--- src/rtl/uart_regfront_pkg.sv ---
package uart_regfront_pkg;

    localparam int DW = 8;
    localparam int WA_W = 3;

    typedef enum logic [WA_W-1:0] {
        REG_ID0  = 3'd0,
        REG_ID1  = 3'd1,
        REG_ID2  = 3'd2,
        REG_ID3  = 3'd3,
        REG_DATA = 3'd4,
        REG_STAT = 3'd5,
        REG_DIVL = 3'd6,
        REG_DIVH = 3'd7
    } reg_idx_e;

    localparam int ST_FERR  = 0;
    localparam int ST_OVF   = 1;
    localparam int ST_RXIE  = 2;
    localparam int ST_FULL  = 3;
    localparam int ST_ONE   = 4;
    localparam int ST_EMPTY = 5;
    localparam int ST_TXIE  = 6;
    localparam int ST_TXMT  = 7;

    typedef enum logic {
        TX_IDLE   = 1'b0,
        TX_LOADED = 1'b1
    } tx_state_e;

endpackage

--- src/rtl/urf_rx_fifo.sv ---
module urf_rx_fifo #(
    parameter int DW    = 8,
    parameter int DEPTH = 4
) (
    input  logic          clk,
    input  logic          rst_n,
    input  logic          push_req,
    input  logic [DW-1:0] push_data,
    input  logic          pop_req,
    output logic [DW-1:0] head,
    output logic          lvl_empty,
    output logic          lvl_full,
    output logic          lvl_one_left,
    output logic          drop
);
    localparam int PW = (DEPTH > 1) ? $clog2(DEPTH) : 1;
    localparam int CW = $clog2(DEPTH + 1);

    logic [PW-1:0] wr_ptr_q, rd_ptr_q;
    logic [CW-1:0] count_q;
    logic          push_fire, pop_fire;
    logic [DW-1:0] slot_vec [DEPTH];

    assign push_fire = push_req && (count_q != CW'(DEPTH));
    assign pop_fire  = pop_req && (count_q != '0);
    assign drop      = push_req && (count_q == CW'(DEPTH));

    for (genvar i = 0; i < DEPTH; i++) begin : g_slot
        logic [DW-1:0] slot_q;
        always_ff @(posedge clk) begin
            if (!rst_n) begin
                slot_q <= '0;
            end else if (push_fire && (wr_ptr_q == PW'(i))) begin
                slot_q <= push_data;
            end
        end
        assign slot_vec[i] = slot_q;
    end

    function automatic logic [PW-1:0] ptr_next(input logic [PW-1:0] p);
        return (p == PW'(DEPTH - 1)) ? '0 : p + PW'(1);
    endfunction

    always_ff @(posedge clk) begin
        if (!rst_n) begin
            wr_ptr_q <= '0;
            rd_ptr_q <= '0;
            count_q  <= '0;
        end else begin
            if (push_fire) wr_ptr_q <= ptr_next(wr_ptr_q);
            if (pop_fire)  rd_ptr_q <= ptr_next(rd_ptr_q);
            unique case ({push_fire, pop_fire})
                2'b10:   count_q <= count_q + CW'(1);
                2'b01:   count_q <= count_q - CW'(1);
                default: count_q <= count_q;
            endcase
        end
    end

    assign lvl_empty    = (count_q == '0);
    assign lvl_full     = (count_q == CW'(DEPTH));
    assign lvl_one_left = (count_q == CW'(DEPTH - 1));
    assign head         = lvl_empty ? '0 : slot_vec[rd_ptr_q];

    // a dropped byte leaves the level at full
    a_r5_drop_keeps_full: assert property (@(posedge clk) disable iff (!rst_n)
        (drop && !pop_req) |=> lvl_full);

    // a pop without a push lowers the level by one
    a_r3_pop_lowers: assert property (@(posedge clk) disable iff (!rst_n)
        (pop_fire && !push_fire) |=> (count_q == $past(count_q) - CW'(1)));

    // read pointer never moves while empty
    a_r3_empty_stable: assert property (@(posedge clk) disable iff (!rst_n)
        (lvl_empty && !push_req) |=> $stable(rd_ptr_q));

endmodule

--- src/rtl/urf_tx_hold.sv ---
module urf_tx_hold
    import uart_regfront_pkg::*;
#(
    parameter int W = 8
) (
    input  logic         clk,
    input  logic         rst_n,
    input  logic         load_req,
    input  logic [W-1:0] load_byte,
    input  logic         tx_ack,
    output logic         tx_req,
    output logic [W-1:0] tx_byte,
    output logic         tx_empty
);
    tx_state_e    state_q, state_d;
    logic         load_fire;
    logic [W-1:0] byte_q;

    always_comb begin
        state_d   = state_q;
        load_fire = 1'b0;
        unique case (state_q)
            TX_IDLE: begin
                if (load_req) begin
                    state_d   = TX_LOADED;
                    load_fire = 1'b1;
                end
            end
            TX_LOADED: begin
                if (tx_ack) state_d = TX_IDLE;
            end
        endcase
    end

    always_ff @(posedge clk) begin
        if (!rst_n) state_q <= TX_IDLE;
        else        state_q <= state_d;
    end

    always_ff @(posedge clk) begin
        if (!rst_n)         byte_q <= '0;
        else if (load_fire) byte_q <= load_byte;
    end

    always_comb begin
        tx_req   = 1'b0;
        tx_empty = 1'b0;
        unique case (state_q)
            TX_IDLE:   tx_empty = 1'b1;
            TX_LOADED: tx_req   = 1'b1;
        endcase
        tx_byte = byte_q;
    end

    // the offered byte is held until the engine takes it
    a_r8_hold_until_ack: assert property (@(posedge clk) disable iff (!rst_n)
        (tx_req && !tx_ack) |=> (tx_req && $stable(tx_byte)));

    // acceptance frees the holding register
    a_r8_ack_frees: assert property (@(posedge clk) disable iff (!rst_n)
        (tx_req && tx_ack) |=> tx_empty);

endmodule

--- src/rtl/urf_status.sv ---
module urf_status
    import uart_regfront_pkg::*;
(
    input  logic          clk,
    input  logic          rst_n,
    input  logic          wr_en,
    input  logic          wr_ferr_keep,
    input  logic          wr_ovf_keep,
    input  logic          wr_rxie,
    input  logic          wr_txie,
    input  logic          ferr_evt,
    input  logic          ovf_evt,
    input  logic          fifo_empty,
    input  logic          fifo_full,
    input  logic          fifo_one_left,
    input  logic          tx_empty,
    output logic [DW-1:0] status_byte,
    output logic          irq
);
    logic ferr_q, ovf_q, rxie_q, txie_q;
    logic rx_cause, tx_cause;

    always_ff @(posedge clk) begin
        if (!rst_n) begin
            ferr_q <= 1'b0;
            ovf_q  <= 1'b0;
            rxie_q <= 1'b0;
            txie_q <= 1'b0;
        end else begin
            ferr_q <= ferr_evt | (ferr_q & (~wr_en | wr_ferr_keep));
            ovf_q  <= ovf_evt  | (ovf_q  & (~wr_en | wr_ovf_keep));
            if (wr_en) begin
                rxie_q <= wr_rxie;
                txie_q <= wr_txie;
            end
        end
    end

    always_comb begin
        status_byte           = '0;
        status_byte[ST_FERR]  = ferr_q;
        status_byte[ST_OVF]   = ovf_q;
        status_byte[ST_RXIE]  = rxie_q;
        status_byte[ST_FULL]  = fifo_full;
        status_byte[ST_ONE]   = fifo_one_left;
        status_byte[ST_EMPTY] = fifo_empty;
        status_byte[ST_TXIE]  = txie_q;
        status_byte[ST_TXMT]  = tx_empty;
    end

    assign rx_cause = rxie_q & (~fifo_empty | ferr_q | ovf_q);
    assign tx_cause = txie_q & tx_empty;
    assign irq      = rx_cause | tx_cause;

    // a frame error is visible on the next cycle
    a_r6_ferr_sets: assert property (@(posedge clk) disable iff (!rst_n)
        ferr_evt |=> status_byte[ST_FERR]);

    // an overflow is visible on the next cycle
    a_r5_ovf_sets: assert property (@(posedge clk) disable iff (!rst_n)
        ovf_evt |=> status_byte[ST_OVF]);

    // without an error event or a status write, the error bits hold
    a_r7_err_sticky: assert property (@(posedge clk) disable iff (!rst_n)
        (!wr_en && !ferr_evt && !ovf_evt) |=> $stable(status_byte[ST_OVF:ST_FERR]));

    // with both enables off no interrupt is raised
    a_r9_irq_gated: assert property (@(posedge clk) disable iff (!rst_n)
        (!status_byte[ST_RXIE] && !status_byte[ST_TXIE]) |-> !irq);

endmodule

--- src/rtl/uart_regfront.sv ---
module uart_regfront
    import uart_regfront_pkg::*;
#(
    parameter int          RX_DEPTH = 4,
    parameter logic [7:0]  ID_B0    = 8'h3C,
    parameter logic [7:0]  ID_B1    = 8'hA5,
    parameter logic [7:0]  ID_B2    = 8'h01,
    parameter logic [7:0]  ID_B3    = 8'h7E,
    parameter logic [15:0] DIV_RST  = 16'h0019
) (
    input  logic            clk,
    input  logic            rst_n,
    input  logic            bus_sel,
    input  logic            bus_wr,
    input  logic [WA_W-1:0] bus_waddr,
    input  logic [DW-1:0]   bus_wdata,
    output logic [DW-1:0]   bus_rdata,
    input  logic            rx_valid,
    input  logic [DW-1:0]   rx_byte,
    input  logic            rx_ferr,
    output logic            tx_req,
    output logic [DW-1:0]   tx_byte,
    input  logic            tx_ack,
    output logic [2*DW-1:0] baud_div,
    output logic            irq
);
    reg_idx_e      idx;
    logic          rd_en, wr_en;
    logic          data_rd, data_wr, stat_wr;
    logic [DW-1:0] rx_head, status_byte, rd_mux;
    logic          f_empty, f_full, f_one, f_drop;
    logic          tx_mt;
    logic [DW-1:0] div_lo_q, div_hi_q;

    assign idx     = reg_idx_e'(bus_waddr);
    assign rd_en   = bus_sel & ~bus_wr;
    assign wr_en   = bus_sel & bus_wr;
    assign data_rd = rd_en & (idx == REG_DATA);
    assign data_wr = wr_en & (idx == REG_DATA);
    assign stat_wr = wr_en & (idx == REG_STAT);

    urf_rx_fifo #(.DW(DW), .DEPTH(RX_DEPTH)) u_rxq (
        .clk          (clk),
        .rst_n        (rst_n),
        .push_req     (rx_valid),
        .push_data    (rx_byte),
        .pop_req      (data_rd),
        .head         (rx_head),
        .lvl_empty    (f_empty),
        .lvl_full     (f_full),
        .lvl_one_left (f_one),
        .drop         (f_drop)
    );

    urf_tx_hold #(.W(DW)) u_txh (
        .clk       (clk),
        .rst_n     (rst_n),
        .load_req  (data_wr),
        .load_byte (bus_wdata),
        .tx_ack    (tx_ack),
        .tx_req    (tx_req),
        .tx_byte   (tx_byte),
        .tx_empty  (tx_mt)
    );

    urf_status u_stat (
        .clk           (clk),
        .rst_n         (rst_n),
        .wr_en         (stat_wr),
        .wr_ferr_keep  (bus_wdata[ST_FERR]),
        .wr_ovf_keep   (bus_wdata[ST_OVF]),
        .wr_rxie       (bus_wdata[ST_RXIE]),
        .wr_txie       (bus_wdata[ST_TXIE]),
        .ferr_evt      (rx_valid & rx_ferr),
        .ovf_evt       (f_drop),
        .fifo_empty    (f_empty),
        .fifo_full     (f_full),
        .fifo_one_left (f_one),
        .tx_empty      (tx_mt),
        .status_byte   (status_byte),
        .irq           (irq)
    );

    always_ff @(posedge clk) begin
        if (!rst_n) begin
            div_lo_q <= DIV_RST[DW-1:0];
            div_hi_q <= DIV_RST[2*DW-1:DW];
        end else if (wr_en) begin
            if (idx == REG_DIVL) div_lo_q <= bus_wdata;
            if (idx == REG_DIVH) div_hi_q <= bus_wdata;
        end
    end

    assign baud_div = {div_hi_q, div_lo_q};

    always_comb begin
        unique case (idx)
            REG_ID0:  rd_mux = ID_B0;
            REG_ID1:  rd_mux = ID_B1;
            REG_ID2:  rd_mux = ID_B2;
            REG_ID3:  rd_mux = ID_B3;
            REG_DATA: rd_mux = rx_head;
            REG_STAT: rd_mux = status_byte;
            REG_DIVL: rd_mux = div_lo_q;
            REG_DIVH: rd_mux = div_hi_q;
        endcase
        bus_rdata = rd_en ? rd_mux : '0;
    end

    // the divisor only moves on a write to its own registers
    a_r10_div_stable: assert property (@(posedge clk) disable iff (!rst_n)
        !(wr_en && (idx == REG_DIVL || idx == REG_DIVH)) |=> $stable(baud_div));

    // a data-port write while loaded does not change the offered byte
    a_r8_busy_write_dropped: assert property (@(posedge clk) disable iff (!rst_n)
        (data_wr && tx_req && !tx_ack) |=> $stable(tx_byte));

endmodule

--- config.mk ---
export PLATFORM = sky130hd
export DESIGN_NAME = uart_regfront
export DESIGN_NICKNAME = d
export VERILOG_FILES = /design/src/rtl/uart_regfront_pkg.sv /design/src/rtl/urf_rx_fifo.sv /design/src/rtl/urf_tx_hold.sv /design/src/rtl/urf_status.sv /design/src/rtl/uart_regfront.sv
export SDC_FILE = /design/constraint.sdc
export NUM_CORES = 1
export LEC_CHECK = 0
export BUFFER_PORTS_ARGS = -buffer_cell sky130_fd_sc_hd__buf_2
export CAP_MARGIN = 30
export CORE_MARGIN = 1.5
export CORE_UTILIZATION = 31
export DETAILED_ROUTE_END_ITERATION = 8
export HOLD_SLACK_MARGIN = 0.06
export PLACE_DENSITY = 0.52
export REMOVE_ABC_BUFFERS = 1
export SLEW_MARGIN = 20
export SYNTH_ARGS = -nofsm -noshare
export SYNTH_HDL_FRONTEND = slang
export SYNTH_SLANG_ARGS = --single-unit
--- constraint.sdc ---
create_clock -name clk -period 3.8 [get_ports clk]
set_input_delay 0.38 -clock clk [delete_from_list [all_inputs] [get_ports clk]]
set_output_delay 0.38 -clock clk [all_outputs]
set_load 0.005 [all_outputs]
==> results <==
- The type of the most critical hold path is in -> reg.
- In the final design database the tool counted ~420 nets.
- The mapped netlist covers 0.00324 sq mm.
- The first-pass GRT wire length is 13,500 microns.
- The fraction of the yosys area taken by sequential cells is 42.0%.
- Traced cell by cell, the critical path runs through mux4_2 > a221oi_2 > nor2_1 > buf_2.
- The worst hold path was traced through 2 stages.
- In the layout the commonest cells are sky130_fd_sc_hd__dfxtp_1 (68), sky130_fd_sc_hd__buf_2 (59), sky130_fd_sc_hd__nor2_1 (57), sky130_fd_sc_hd__mux2i_1 (51), sky130_fd_sc_hd__a21oi_1 (25).
- In this run the post-CTS setup repair buffer count came out at 0.
- The worst register-to-register path has a setup slack of 1250 ps.
- The initial antenna violation count is 0.
- Entering global routing, the biggest net connects between 40 and 50 pins.
- For the worst-skew pair, the clock arrives at the later sink with an insertion delay of ~340 ps.
- The mean instance size in the synthesized netlist is between 9 and 10 sq um.
- The reg-to-reg critical path endpoint is u_rxq.count_q[2].
- At the end of the flow the core is filled with cells to 37.4%.
- The mean number of vias per cell is 4.95.
- The initial DRC count is about 120.
- For this run, the number of Yosys warnings is 0.
- The clock tree synthesis step divided the H-tree into 3 levels.
- Setup repair after global routing left no endpoint under its margin.
- The via count is 2,616.
- After synthesis, the cell types taking the most area are sky130_fd_sc_hd__dfxtp_1 (42%), sky130_fd_sc_hd__mux2i_1 (16%), sky130_fd_sc_hd__nor2_1 (6.6%).
- The count of antenna diodes in the layout is 0.
- The worst hold path begins at rst_n.
- The critical setup path kind is reg -> out.
- Yosys mapped the design onto 38 distinct sky130hd cell types.
- After clock tree synthesis, the flow added hold-fix buffers numbering 0.
- The worst path uses 67.9% of the clock period.
- The clock transition at the register clock pins on the worst setup and hold paths after CTS is 70 ps.
- Detailed placement ended at an HPWL of approximately 5800 microns.
- The endpoint with the worst hold slack is div_lo_q[3].
- The power consumption is 1540 uW.
- The most common cell after layout, fill and taps aside is sky130_fd_sc_hd__dfxtp_1.
- The post-route worst setup slack is ~1200 ps.
- In the final layout, the share of cells above drive strength 1 is 23.9%.
- The all-layer global routing usage is 15.4%.
- The number of global-route vias before repair is ~2,600.
- Headroom to the max-slew limit came out at roughly 54%.
- After detailed routing, the total wire length is 8070 microns.
- Compared with the post-synthesis result, the final layout area differs by 17.9%.
- The flow ran to the end, and the final reports show no timing, DRC or antenna violations.
- The biggest area contributor in the post-synthesis netlist is sky130_fd_sc_hd__dfxtp_1.
- STA puts the critical path data arrival time at 2200 ps.
- The final setup TNS is 0 ps.
- STA classifies the critical path startpoint as a flop.
- The shortest clock period the worst path allows after layout is 2580 ps.
- Tracing the worst setup path back leads to its startpoint at u_rxq.rd_ptr_q[0].
- The peak clock frequency supported by timing is 388 MHz.
- The TritonCTS buffer count is 9.
- The worst setup path is captured at a primary output.
- TritonCTS built the clock tree.
- The floorplan step defined a core boundary enclosing 0.0102 sq mm.
- The detailed-route DRC error count is 0.
- In this run, post-CTS repair resized a total of 0 instances.
- The width of the die is 105 microns.
- Synthesis produced a netlist whose cell count is 339.
- Along the worst path, the maximum fanout reaches 11.
- At the pin with the least slew margin, the transition time is 683 ps.
- The floorplan step set the die height to 105 microns.
- Once detail routing completed, the nets flagged for antenna violations numbered 0.
- The die covers 0.0111 sq mm.
- The number of cells on the worst reg-to-reg path is 8.
- The mean routed wirelength per cell is 15.3 microns.
- The clock passes through at most 2 buffers.
- The final setup violation count is 0.
- The TritonCTS sink count is 68.
- The synthesized flop and latch total is 68.
- The area share of the leading cell type in the synthesized netlist is around two fifths.
- The number of hold-slack violations in the final timing report is 0.
- For this design the static power due to leakage is around 0.0018 uW.
- The largest single stage delay on the critical path is 760 ps.
- The final worst clock skew is 9.52 ps.
- The remaining global-route overflow is 0.
- The first detailed-routing pass took 7 iterations.
- The slowest cell on the critical path is sky130_fd_sc_hd__dfxtp_1.
- At the placement stage, the worst setup path has a slack of 1310 ps.
- Across the run, the number of max-cap violations was 0.
- CTS placed an instance of sky130_fd_sc_hd__clkbuf_8 at the clock tree root.
- The number of standard-cell rows in the floorplan is 37.
- The required arrival time at the worst endpoint is 3420 ps.
- The largest vdd supply drop is ~0.00021 V.
- Pin placement for this block handled 60 I/O pins.
- The power density over the cells is 403 mW/mm^2.
- The max-slew violation count came to 0.
- The congestion estimate from routability-driven global placement came to 0.769.
- The number of buffers inserted by port buffering is a little under 60.
- The initial utilization of the core area, before any placement, comes to 31.7%.
- The source of the worst register-to-register timing path is u_rxq.count_q[2].
per-stage QoR:
stage / cells / hold WS [ps] / cell area (sq um)
after floorplan: 318 / 442 / 3120
after global placement: 514 / 469 / 3600
after detailed placement: 515 / 479 / 3620
after CTS: 529 / 231 / 3830
after global routing: 529 / 236 / 3830
final: 529 / 247 / 3830
synthesized netlist by cell type, drive strengths merged:
library cell	count
a211o	1
a21oi	25
a221oi	3
a22o	6
a22oi	1
a31oi	1
a32oi	1
and3	1
buf	11
clkbuf	10
dfxtp	68
fa	1
ha	6
inv	12
mux2	1
mux2i	51
mux4	8
nand2	23
nand2b	6
nand3	8
nand4	2
nor2	57
nor2b	4
nor3	3
nor3b	1
nor4	1
o21ai	16
o22ai	2
or3	4
or3b	1
or4	2
xor2	2
critical path, delay by kind of cell (launching register included):
kind                   cells  cell delay (ps)
AOI/OAI and AO/OA          1              280
muxes                      1              620
buffers and inverters      1              130
DFF                        1              760
and+or+nand+nor            1               70
registers in the layout, summed over array words and instances (netlist names), 2 cells and up:
name	flops
div_hi_q	8
div_lo_q	8
u_rxq.count_q	3
u_rxq.g_slot.slot_q	32
u_rxq.rd_ptr_q	2
u_rxq.wr_ptr_q	2
u_txh.tx_byte	8
where the power goes:
group	internal (uW)	total (uW)	switching, uW
registers	734	749	15.7
logic	70.7	166	95.5
clock network	368	627	259
cell families after synthesis:
family / synth area share [%]
DFF: 42.0
and+or+nand+nor: 17.4
adders and majority gates: 2.93
xor gates and xnor gates: 0.540
AOI/OAI and AO/OA: 10.5
muxes: 21.6
buffers and inverters: 5.09
area by class of cell:
class / instances / area [sq um]
Sequential cell: 68 / 1360
Fill cell: 1083 / 6400
Timing Repair Buffer: 61 / 323
Multi-Input combinational cell: 238 / 1720
Clock inverter: 1 / 30.0
Clock buffer: 13 / 179
Tap cell: 136 / 170
Inverter: 12 / 45.0
how the worst max path moves through the flow:
stage                                   to  slack [ps]  depth (start not counted)
after global routing          bus_rdata[3]        1050                          4
after detailed placement  u_rxq.count_q[2]        1310                          8
after CTS                     bus_rdata[6]        1160                          4
after global placement    u_rxq.count_q[2]        1350                          8
final                         bus_rdata[6]        1220                          4
after floorplan           u_rxq.count_q[2]        1440                          8
layer usage:
layer / vias to the layer above / GRT usage (%) / share of wire (%) / routed length, microns
met5: - / 0 / 0 / 0
li1: 1281 / - / - / -
met1: 1261 / 19.4 / 46 / 3740
met4: 0 / 4.60 / 1.7 / 135
met3: 12 / 3.77 / 4.8 / 385
met2: 62 / 26.2 / 47 / 3820
(Power assumes the default switching activity.)
